$ cat src/rtl/flash_prog_pkg.sv
package flash_prog_pkg;

   typedef enum logic [2:0] {
      ST_IDLE,
      ST_CMD,
      ST_RD,
      ST_EV,
      ST_RST,
      ST_DONE
   } st_t;

   typedef enum logic [1:0] {
      PH_FIRST,
      PH_SECOND,
      PH_RCHK1,
      PH_RCHK2
   } ph_t;

   typedef enum logic [1:0] {
      VD_RETRY,
      VD_NEXT,
      VD_PASS,
      VD_FAIL
   } vd_t;

   localparam logic [10:0] ADDR_HI_UNLOCK = 11'h555;
   localparam logic [10:0] ADDR_LO_UNLOCK = 11'h2AA;
   localparam logic [7:0]  KEY_FIRST      = 8'hAA;
   localparam logic [7:0]  KEY_SECOND     = 8'h55;
   localparam logic [7:0]  OP_PROGRAM     = 8'hA0;
   localparam logic [7:0]  OP_ERASE_SETUP = 8'h80;
   localparam logic [7:0]  OP_CHIP_WIPE   = 8'h10;
   localparam logic [7:0]  OP_RESET       = 8'hF0;

endpackage

$ cat src/rtl/flash_cmd_table.sv
module flash_cmd_table
   import flash_prog_pkg::*;
#(
   parameter int unsigned AW = 17
) (
   input  logic          erase,
   input  logic [2:0]    step,
   input  logic [AW-1:0] tgt_addr,
   input  logic [7:0]    tgt_data,
   output logic [AW-1:0] addr,
   output logic [7:0]    data,
   output logic          last
);

   localparam logic [AW-1:0] A_HI = AW'(ADDR_HI_UNLOCK);
   localparam logic [AW-1:0] A_LO = AW'(ADDR_LO_UNLOCK);

   always_comb begin
      addr = A_HI;
      data = KEY_FIRST;
      last = 1'b0;
      if (erase) begin
         case (step)
            3'd0: begin addr = A_HI; data = KEY_FIRST;      end
            3'd1: begin addr = A_LO; data = KEY_SECOND;     end
            3'd2: begin addr = A_HI; data = OP_ERASE_SETUP; end
            3'd3: begin addr = A_HI; data = KEY_FIRST;      end
            3'd4: begin addr = A_LO; data = KEY_SECOND;     end
            3'd5: begin addr = A_HI; data = OP_CHIP_WIPE; last = 1'b1; end
            default: begin addr = A_HI; data = OP_CHIP_WIPE; last = 1'b1; end
         endcase
      end else begin
         case (step)
            3'd0: begin addr = A_HI; data = KEY_FIRST;  end
            3'd1: begin addr = A_LO; data = KEY_SECOND; end
            3'd2: begin addr = A_HI; data = OP_PROGRAM; end
            default: begin addr = tgt_addr; data = tgt_data; last = 1'b1; end
         endcase
      end
   end

endmodule

$ cat src/rtl/flash_poll_judge.sv
module flash_poll_judge
   import flash_prog_pkg::*;
(
   input  logic toggle,
   input  ph_t  phase,
   input  logic rd7,
   input  logic rd6,
   input  logic rd5,
   input  logic exp7,
   input  logic prev6,
   output vd_t  verdict,
   output ph_t  nphase
);

   always_comb begin
      verdict = VD_RETRY;
      nphase  = PH_FIRST;
      if (!toggle) begin
         case (phase)
            PH_FIRST: begin
               if (rd7 == exp7)  verdict = VD_PASS;
               else if (rd5) begin
                  verdict = VD_NEXT;
                  nphase  = PH_RCHK1;
               end else verdict = VD_RETRY;
            end
            default: verdict = (rd7 == exp7) ? VD_PASS : VD_FAIL;
         endcase
      end else begin
         case (phase)
            PH_FIRST: begin
               verdict = VD_NEXT;
               nphase  = PH_SECOND;
            end
            PH_SECOND: begin
               if (rd6 == prev6) verdict = VD_PASS;
               else if (rd5) begin
                  verdict = VD_NEXT;
                  nphase  = PH_RCHK1;
               end else verdict = VD_RETRY;
            end
            PH_RCHK1: begin
               verdict = VD_NEXT;
               nphase  = PH_RCHK2;
            end
            default: verdict = (rd6 == prev6) ? VD_PASS : VD_FAIL;
         endcase
      end
   end

endmodule

$ cat src/rtl/flash_poll_wdog.sv
module flash_poll_wdog #(
   parameter int unsigned LIMIT = 200000
) (
   input  logic clk,
   input  logic rst_n,
   input  logic clr,
   input  logic tick,
   output logic expired
);

   generate
      if (LIMIT == 0) begin : g_off
         logic unused_wdog;
         assign unused_wdog = ^{clk, rst_n, clr, tick};
         assign expired     = 1'b0;
      end else begin : g_on
         localparam int unsigned CW = (LIMIT > 1) ? $clog2(LIMIT) : 1;
         logic [CW-1:0] cnt;
         always_ff @(posedge clk or negedge rst_n) begin
            if (!rst_n)    cnt <= '0;
            else if (clr)  cnt <= '0;
            else if (tick) cnt <= cnt + 1'b1;
         end
         assign expired = tick && (cnt == CW'(LIMIT - 1));
      end
   endgenerate

endmodule

$ cat src/rtl/flash_prog_ctrl.sv
module flash_prog_ctrl
   import flash_prog_pkg::*;
#(
   parameter int unsigned AW         = 17,
   parameter int unsigned POLL_LIMIT = 200000
) (
   input  logic          clk,
   input  logic          rst_n,
   input  logic          req_valid,
   input  logic          req_erase,
   input  logic          req_toggle,
   input  logic [AW-1:0] req_base,
   input  logic [AW:0]   req_len,
   output logic          busy,
   output logic          done,
   output logic          pass,
   output logic [AW-1:0] fail_addr,
   output logic [AW-1:0] src_idx,
   input  logic [7:0]    src_data,
   output logic          fl_we,
   output logic          fl_re,
   output logic [AW-1:0] fl_addr,
   output logic [7:0]    fl_wdata,
   input  logic [7:0]    fl_rdata
);

   generate
      if (AW < 12) begin : g_bad_aw
         $error("flash_prog_ctrl: AW must be at least 12");
      end
   endgenerate

   st_t           st;
   ph_t           phase;
   logic [2:0]    step;
   logic          erase_q;
   logic          toggle_q;
   logic [AW-1:0] base_q;
   logic [AW:0]   len_q;
   logic [AW:0]   idx;
   logic          prev6;
   logic          pass_q;
   logic [AW-1:0] fail_addr_q;

   logic [AW:0]   idx_nxt;
   logic [AW-1:0] cur_addr;
   logic [AW-1:0] poll_addr;
   logic [AW-1:0] cmd_addr;
   logic [7:0]    cmd_data;
   logic          cmd_last;
   logic          exp7;
   vd_t           verdict;
   vd_t           verdict_eff;
   ph_t           nphase;
   logic          wd_clr;
   logic          wd_tick;
   logic          wd_expired;
   logic          unused_rd;

   assign unused_rd = ^fl_rdata[4:0];
   assign idx_nxt   = idx + {{AW{1'b0}}, 1'b1};
   assign cur_addr  = base_q + idx[AW-1:0];
   assign poll_addr = erase_q ? base_q : cur_addr;
   assign exp7      = erase_q ? 1'b1 : src_data[7];

   flash_cmd_table #(.AW(AW)) u_cmd (
      .erase    (erase_q),
      .step     (step),
      .tgt_addr (cur_addr),
      .tgt_data (src_data),
      .addr     (cmd_addr),
      .data     (cmd_data),
      .last     (cmd_last)
   );

   flash_poll_judge u_judge (
      .toggle  (toggle_q | erase_q),
      .phase   (phase),
      .rd7     (fl_rdata[7]),
      .rd6     (fl_rdata[6]),
      .rd5     (fl_rdata[5]),
      .exp7    (exp7),
      .prev6   (prev6),
      .verdict (verdict),
      .nphase  (nphase)
   );

   assign wd_clr  = (st == ST_CMD) && cmd_last;
   assign wd_tick = (st == ST_EV) && (verdict == VD_RETRY);

   flash_poll_wdog #(.LIMIT(POLL_LIMIT)) u_wdog (
      .clk     (clk),
      .rst_n   (rst_n),
      .clr     (wd_clr),
      .tick    (wd_tick),
      .expired (wd_expired)
   );

   assign verdict_eff = (verdict == VD_RETRY && wd_expired) ? VD_FAIL : verdict;

   always_ff @(posedge clk or negedge rst_n) begin
      if (!rst_n) begin
         st          <= ST_IDLE;
         phase       <= PH_FIRST;
         step        <= '0;
         erase_q     <= 1'b0;
         toggle_q    <= 1'b0;
         base_q      <= '0;
         len_q       <= '0;
         idx         <= '0;
         prev6       <= 1'b0;
         pass_q      <= 1'b0;
         fail_addr_q <= '0;
      end else begin
         case (st)
            ST_IDLE: begin
               if (req_valid) begin
                  erase_q  <= req_erase;
                  toggle_q <= req_toggle;
                  base_q   <= req_base;
                  len_q    <= req_len;
                  idx      <= '0;
                  step     <= '0;
                  if (!req_erase && req_len == '0) begin
                     pass_q <= 1'b1;
                     st     <= ST_DONE;
                  end else begin
                     pass_q <= 1'b0;
                     st     <= ST_CMD;
                  end
               end
            end
            ST_CMD: begin
               if (cmd_last) begin
                  phase <= PH_FIRST;
                  st    <= ST_RD;
               end else begin
                  step <= step + 1'b1;
               end
            end
            ST_RD: st <= ST_EV;
            ST_EV: begin
               prev6 <= fl_rdata[6];
               case (verdict_eff)
                  VD_PASS: begin
                     if (erase_q || idx_nxt == len_q) begin
                        pass_q <= 1'b1;
                        st     <= ST_DONE;
                     end else begin
                        idx  <= idx_nxt;
                        step <= '0;
                        st   <= ST_CMD;
                     end
                  end
                  VD_FAIL: begin
                     pass_q      <= 1'b0;
                     fail_addr_q <= poll_addr;
                     st          <= ST_RST;
                  end
                  VD_NEXT: begin
                     phase <= nphase;
                     st    <= ST_RD;
                  end
                  default: begin
                     phase <= PH_FIRST;
                     st    <= ST_RD;
                  end
               endcase
            end
            ST_RST:  st <= ST_DONE;
            ST_DONE: st <= ST_IDLE;
            default: st <= ST_IDLE;
         endcase
      end
   end

   assign busy      = (st != ST_IDLE);
   assign done      = (st == ST_DONE);
   assign pass      = pass_q;
   assign fail_addr = fail_addr_q;
   assign src_idx   = idx[AW-1:0];
   assign fl_we     = (st == ST_CMD) || (st == ST_RST);
   assign fl_re     = (st == ST_RD);

   always_comb begin
      fl_addr  = poll_addr;
      fl_wdata = cmd_data;
      if (st == ST_CMD) begin
         fl_addr = cmd_addr;
      end else if (st == ST_RST) begin
         fl_addr  = '0;
         fl_wdata = OP_RESET;
      end
   end

endmodule

$ cat config.mk
export PLATFORM = sky130hd
export DESIGN_NAME = flash_prog_ctrl
export DESIGN_NICKNAME = d
export VERILOG_FILES = /design/src/rtl/flash_prog_pkg.sv /design/src/rtl/flash_cmd_table.sv /design/src/rtl/flash_poll_judge.sv /design/src/rtl/flash_poll_wdog.sv /design/src/rtl/flash_prog_ctrl.sv
export SDC_FILE = /design/constraint.sdc
export NUM_CORES = 1
export LEC_CHECK = 0
export ABC_CLOCK_PERIOD_IN_PS = 7420
export BUFFER_PORTS_ARGS = -buffer_cell sky130_fd_sc_hd__buf_4
export CORE_MARGIN = 1.5
export CORE_UTILIZATION = 53
export DETAILED_ROUTE_END_ITERATION = 7
export PLACE_DENSITY = 0.75
export SYNTH_ARGS = -nofsm -noshare
export SYNTH_HDL_FRONTEND = slang
export SYNTH_SLANG_ARGS = --single-unit
$ cat constraint.sdc
create_clock -name clk -period 7.42 [get_ports clk]
set_input_delay 1.484 -clock clk [delete_from_list [all_inputs] [get_ports clk]]
set_output_delay 1.484 -clock clk [all_outputs]
set_load 0.1 [all_outputs]
# [Yosys cells after proc, flatten, opt, wreduce, memory -nomap -nowiden]
# Cells that the tools add are included.
[totals] reg_bits=100 inputBits=56 wordCells=130
[classes] addsub=4 eq_ne=26 n_mux=55 bitwise=1 n_reduce_logical=32
[op_table] cell="2-to-1 mux 18 bit" count=5
[op_table] cell="2-to-1 mux 17 bit" count=4
[op_table] cell="one-hot mux 8 bit (3 select lines)" count=2
[op_table] cell="adder 18 x 1 -> 18 bit (second input constant)" count=2
[op_table] cell="one-hot mux 18 bit (2 select lines)" count=1
[op_table] cell="one-hot mux 17 bit (2 select lines)" count=1
[op_table] cell="2-to-1 mux 3 bit" count=8
[op_table] cell="2-to-1 mux 8 bit" count=3
[op_table] cell="2-to-1 mux 2 bit" count=11
[op_table] cell="== test 18 bit" count=1
[op_table] cell="== test 18 bit (second input constant)" count=1
[op_table] cell="logical NOT 18 bit" count=1
[op_table] cell="adder 17 bit" count=1
[op_table] cell="one-hot mux 3 bit (5 select lines)" count=1
[op_table] cell="== test 3 x 2 -> 1 bit (second input constant)" count=4
[op_table] cell="one-hot mux 2 bit (2 select lines)" count=3
[op_table] cell="2-to-1 mux 11 bit" count=1
[op_table] cell="2-to-1 mux 1 bit" count=10
[op_table] cell="!= test 2 bit (second input constant)" count=5
[op_table] cell="OR reduction 2 bit" count=5
[op_table] cell="== test 3 bit (second input constant)" count=3
[op_table] cell="one-hot mux 3 bit (3 select lines)" count=1
[op_table] cell="AND reduction 4 bit" count=2
[op_table] cell="== test 2 bit (second input constant)" count=3
[op_table] cell="other kinds (23)" count=39

# [Logic depth before layout (Yosys ltp)]
[depth] word_depth=14 depth_mapped=11

# [By module]
# From an unflattened synthesis, not the netlist that was laid out.
[unflattened] hier_cells=847 area_unflattened_um2=6944.2
[modules_own_cells] module="flash_prog_ctrl" instances=1 cells_per_inst=679 area_each_um2=5531.6 seq_area_each_um2=2052.0
[modules_own_cells] module="flash_poll_wdog" instances=1 cells_per_inst=96 area_each_um2=945.9 seq_area_each_um2=450.4
[modules_own_cells] module="flash_cmd_table" instances=1 cells_per_inst=58 area_each_um2=375.4 seq_area_each_um2=0.0
[modules_own_cells] module="flash_poll_judge" instances=1 cells_per_inst=14 area_each_um2=91.3 seq_area_each_um2=0.0

# [Least setup slack after synthesis]
# No wires, ideal clock.
[synth_timing] path_type="reg2out" from="register st[1]" to="output port fl_addr[4]" t_arrival_ns=4.269 required_ns=5.936 setup_slack_ns=1.667 stages_incl_launch_ff=7 n_path_buf=1 path_cell_list="dfrtp_1 -> clkbuf_1 -> nor2_1 -> and2_1 -> nor2_1 -> clkinv_1 -> o21ai_0"
[synth_via] elab_chain_len=3 word_cells_on_any_way=4 cone_classes="eq/ne: 2; mux: 2"
[synth_lines] element="start, declared" line_no="flash_prog_ctrl.sv:33" text="st_t st;"
[synth_lines] element="start signal, assigned" line_no="flash_prog_ctrl.sv:103" text="st <= ST_IDLE;"
[synth_lines] element="start signal, assigned" line_no="flash_prog_ctrl.sv:126" text="st <= ST_DONE;"
[synth_lines] element="start signal, assigned" line_no="flash_prog_ctrl.sv:129" text="st <= ST_CMD;"
[synth_lines] element="== test 3 bit" line_no="flash_prog_ctrl.sv:190" text="end else if (st == ST_RST) begin"
[synth_lines] element="2-to-1 mux 17 bit" line_no="flash_prog_ctrl.sv:190"
[synth_lines] element="2-to-1 mux 17 bit (*)" line_no="flash_prog_ctrl.sv:188" text="if (st == ST_CMD) begin"
[synth_lines] element="end, declared" line_no="flash_prog_ctrl.sv:22" text="output logic [AW-1:0] fl_addr,"
# Every way passes the cells marked *; elsewhere a longest branch is shown, timed or not.

# [Worst setup path after layout]
[layout_timing] from="register idx[0]" to="output port fl_addr[16]"
[layout_via] elab_chain_len=4 word_cells_on_any_way=6 cone_classes="add/sub: 1; mux: 5"
[layout_lines] element="start, declared" line_no="flash_prog_ctrl.sv:40" text="logic [AW:0] idx;"
[layout_lines] element="start signal, assigned" line_no="flash_prog_ctrl.sv:150" text="idx <= idx_nxt;"
[layout_lines] element="adder 17 bit (*)" line_no="flash_prog_ctrl.sv:62" text="assign cur_addr = base_q + idx[AW-1:0];"
[layout_lines] element="one-hot mux 17 bit (2 select lines) or 2-to-1 mux 17 bit (tied branches)" line_no="flash_cmd_table.sv:33, flash_prog_ctrl.sv:63"
[layout_lines] element="2-to-1 mux 17 bit, on equally long branches" line_no="flash_cmd_table.sv:22, flash_prog_ctrl.sv:190"
[layout_lines] element="2-to-1 mux 17 bit (*)" line_no="flash_prog_ctrl.sv:188"
# Marks and branches as above.

==> out/qor.yml <==
path_clk_slew_ns: 0.07
skew_ns: 0.00745
worst-path-buf-inv: 1
required_ns: 5.94
die_y_um: 115
ios: 120
cts_setup_buffers: 0
yosys-top-cells-area: "dfrtp_1, mux2_2, nand2_1"
startpoint_type: "flip-flop"
status: "finished, final reports clean"
htree_levels: 3
critPathKind: "flip-flop to output pin"
fin_ws_ns: 2.06
slew_headroom_pct: 20.4
dieArea_um2: 13300
min_path_cells: 2
grt_max_degree: 67
min_from: "fail_addr[5]$_DFFE_PN0P_"
cts_buffers: 9
grtUsageTotal_pct: 27.4
cts.sink_count: 100
wl_per_cell_um: 18.0
grt_overflow: 0
synth_cells: 736
cts_tree: "built"
fin_tns_setup_ns: 0
die_x_um: 115
worstMarginPinSlew_ns: 1.19
maxCapViolCount: 0
clock_latency_ns: 0.36
numPortBuffers: 114
syn_area_um2: 6700
diodes: 0
routed_via_density: 6.11
fin_util_pct: 64.1
critPathSlowestCell: "dfrtp_1"
slowest_delay_ns: 0.57
dpl_worst_slack_ns: 2.59
hpwl_um: 13000
r2r_cells: 9
drtPass1Iterations: 5
routabilityCongestion: 0.922
synth_warnings: 0
hold_buffers: 0
routed_wl_um: 17700
hold_class: "flip-flop to flip-flop"
clock-root-buffer: "clkbuf_16"
synth-edff-count: 0
rsz0062_at_grt: "false"
seq_area_um2: 2500
drc: 0
whs_ns: 0.480
ff2ff_setup_slack_ns: 3.30
crit_path_max_fanout: 10
synth_top_cell_area_share_pct: 37.4
grt_pass1_vias: 5820
coreArea_um2: 12200
multi_input_area_um2: 3810
setup_viol: 0
period_minus_slack_ns: 5.36
final_nets: 889
worstReg2RegStart: "idx[1]$_DFFE_PN0P_"
cp.arrival_ns: 3.87
ys_ff_latch: 100
fill_cells: 1049
clk_path_buf_depth: 2
ys_top_cells_by_count: "dfrtp_1, nand2_1, nor2_1"
vias: 6002
path_common_cell: "a21oi_1"
synthesis.nets: 816
syn_area_per_cell_um2: 9.10
drv_slew: 0
ant_nets: 0
async_flop_share_pct: 100
drive_gt1_share_pct: 23.7
ys_types: 75
crit_path_end_kind: "output pin"
yosysTopAreaCell: "dfrtp_1"
area_growth_pct: 16.5
min_to: "fail_addr[5]$_DFFE_PN0P_"
yosysSeqAreaShare_pct: 37.4
initial_core_util_pct: 55.1
reg2reg_to: "pass$_DFFE_PN0P_"
fmax_mhz: 187
cpLargestDelayFamily: "compound AO/OA/AOI/OAI gates"
cts_resized: 0
finalCritPeriodShare_pct: 72.2
rows: 40
grt_pass1_wl_um: 28400
synth-main-ff-cell: "dfrtp_1"
drt-initial-drc-count: 587
worstPathCellList: "ha_1 > fa_1 > a21oi_1 > o2111ai_1 > nand4_1 > a21oi_1 > o31ai_1 > xor2_1 > or3_1 > a32oi_1 > buf_4"
grt_antenna_before_repair: 0
yosysMostFrequentCell: "dfrtp_1"
final_hold_viol_count: 0
[worst max path at each step]
stage | endpoint | cells after the start | from | slack (ns)
2_1_floorplan | fl_addr[4] | 6 | st[1]$_DFFE_PN0P_ | 1.67
3_3_place_gp | fl_addr[16] | 11 | idx[0]$_DFFE_PN0P_ | 2.63
3_5_place_dp | fl_addr[16] | 11 | idx[0]$_DFFE_PN0P_ | 2.59
4_1_cts | fl_addr[16] | 11 | idx[0]$_DFFE_PN0P_ | 2.15
5_1_grt | fl_addr[16] | 11 | idx[0]$_DFFE_PN0P_ | 1.87
6_report | fl_addr[16] | 11 | idx[0]$_DFFE_PN0P_ | 2.06
[state kept, by name, indices dropped and copies added (netlist names)]
| register | flops |
|---|---|
| erase_q | 1 |
| st | 3 |
| toggle_q | 1 |
| fail_addr | 17 |
| pass | 1 |
| prev6 | 1 |
| base_q | 17 |
| phase | 2 |
| len_q | 18 |
| step | 3 |
| idx | 18 |
| u_wdog.g_on.cnt | 18 |
[stage by stage]
step,cells,instance area [um2]
2_1_floorplan,736,6700
3_3_place_gp,966,7500
3_5_place_dp,966,7500
4_1_cts,982,7800
5_1_grt,982,7800
6_report,982,7800
[layout make-up]
type                            instances  area share (%)
Multi-Input combinational cell        556            48.8
Sequential cell                       100            32.1
Timing Repair Buffer                  118            11.4
Clock buffer                           10            3.06
Tap cell                              168            2.69
Inverter                               24            1.15
Clock inverter                          6           0.802
[layer usage]
| layer | wire [um] | share of wire, % | vias to the layer above | GRT usage, % |
|---|---|---|---|---|
| met5 | 0 | 0 | - | 0 |
| met4 | 456 | 2.6 | 0 | 12.3 |
| met3 | 1210 | 6.9 | 35 | 5.06 |
| met2 | 8410 | 48 | 260 | 44.9 |
| met1 | 7600 | 43 | 2894 | 35.5 |
| li1 | - | - | 2813 | - |
[logic make-up after synthesis]
kind of cell / Yosys count / synth area share (%)
buf+inv: 80 / 5.87
xor+xnor: 50 / 6.54
fa+ha+maj: 24 / 4.60
flops: 100 / 37.4
simple gates: 248 / 18.1
mux: 61 / 9.94
compound gates: 173 / 17.6
[cells in the final DEF, fill, tap and decap left out, types with 12 or more instances in the layout]
master    Yosys  final
a21oi_1      35     35
buf_4        20    118
dfrtp_1     100    100
ha_1         23     23
inv_1        23     23
mux2_2       44     44
mux2i_1      17     17
nand2_1      79     78
nand3_1      30     30
nand4_1      18     18
nor2_1       51     51
nor3_1       16     16
nor4_1       13     13
o211ai_1     12     12
o21ai_0      41     41
xnor2_1      23     23
xor2_1       27     27
[worst reg2reg max path, stage by stage, from the launching register on]
cell	delay, ns
dfrtp_1	0.68
ha_1	0.38
nand4_1	0.37
or3_1	0.61
a211oi_1	0.26
a41o_1	0.16
o211ai_1	0.18
o21ai_2	0.94
o21ai_1	0.15
a22o_1	0.28
Power is not shown: default switching activity piles up to over one toggle a cycle in this logic, so the estimate is an artifact.
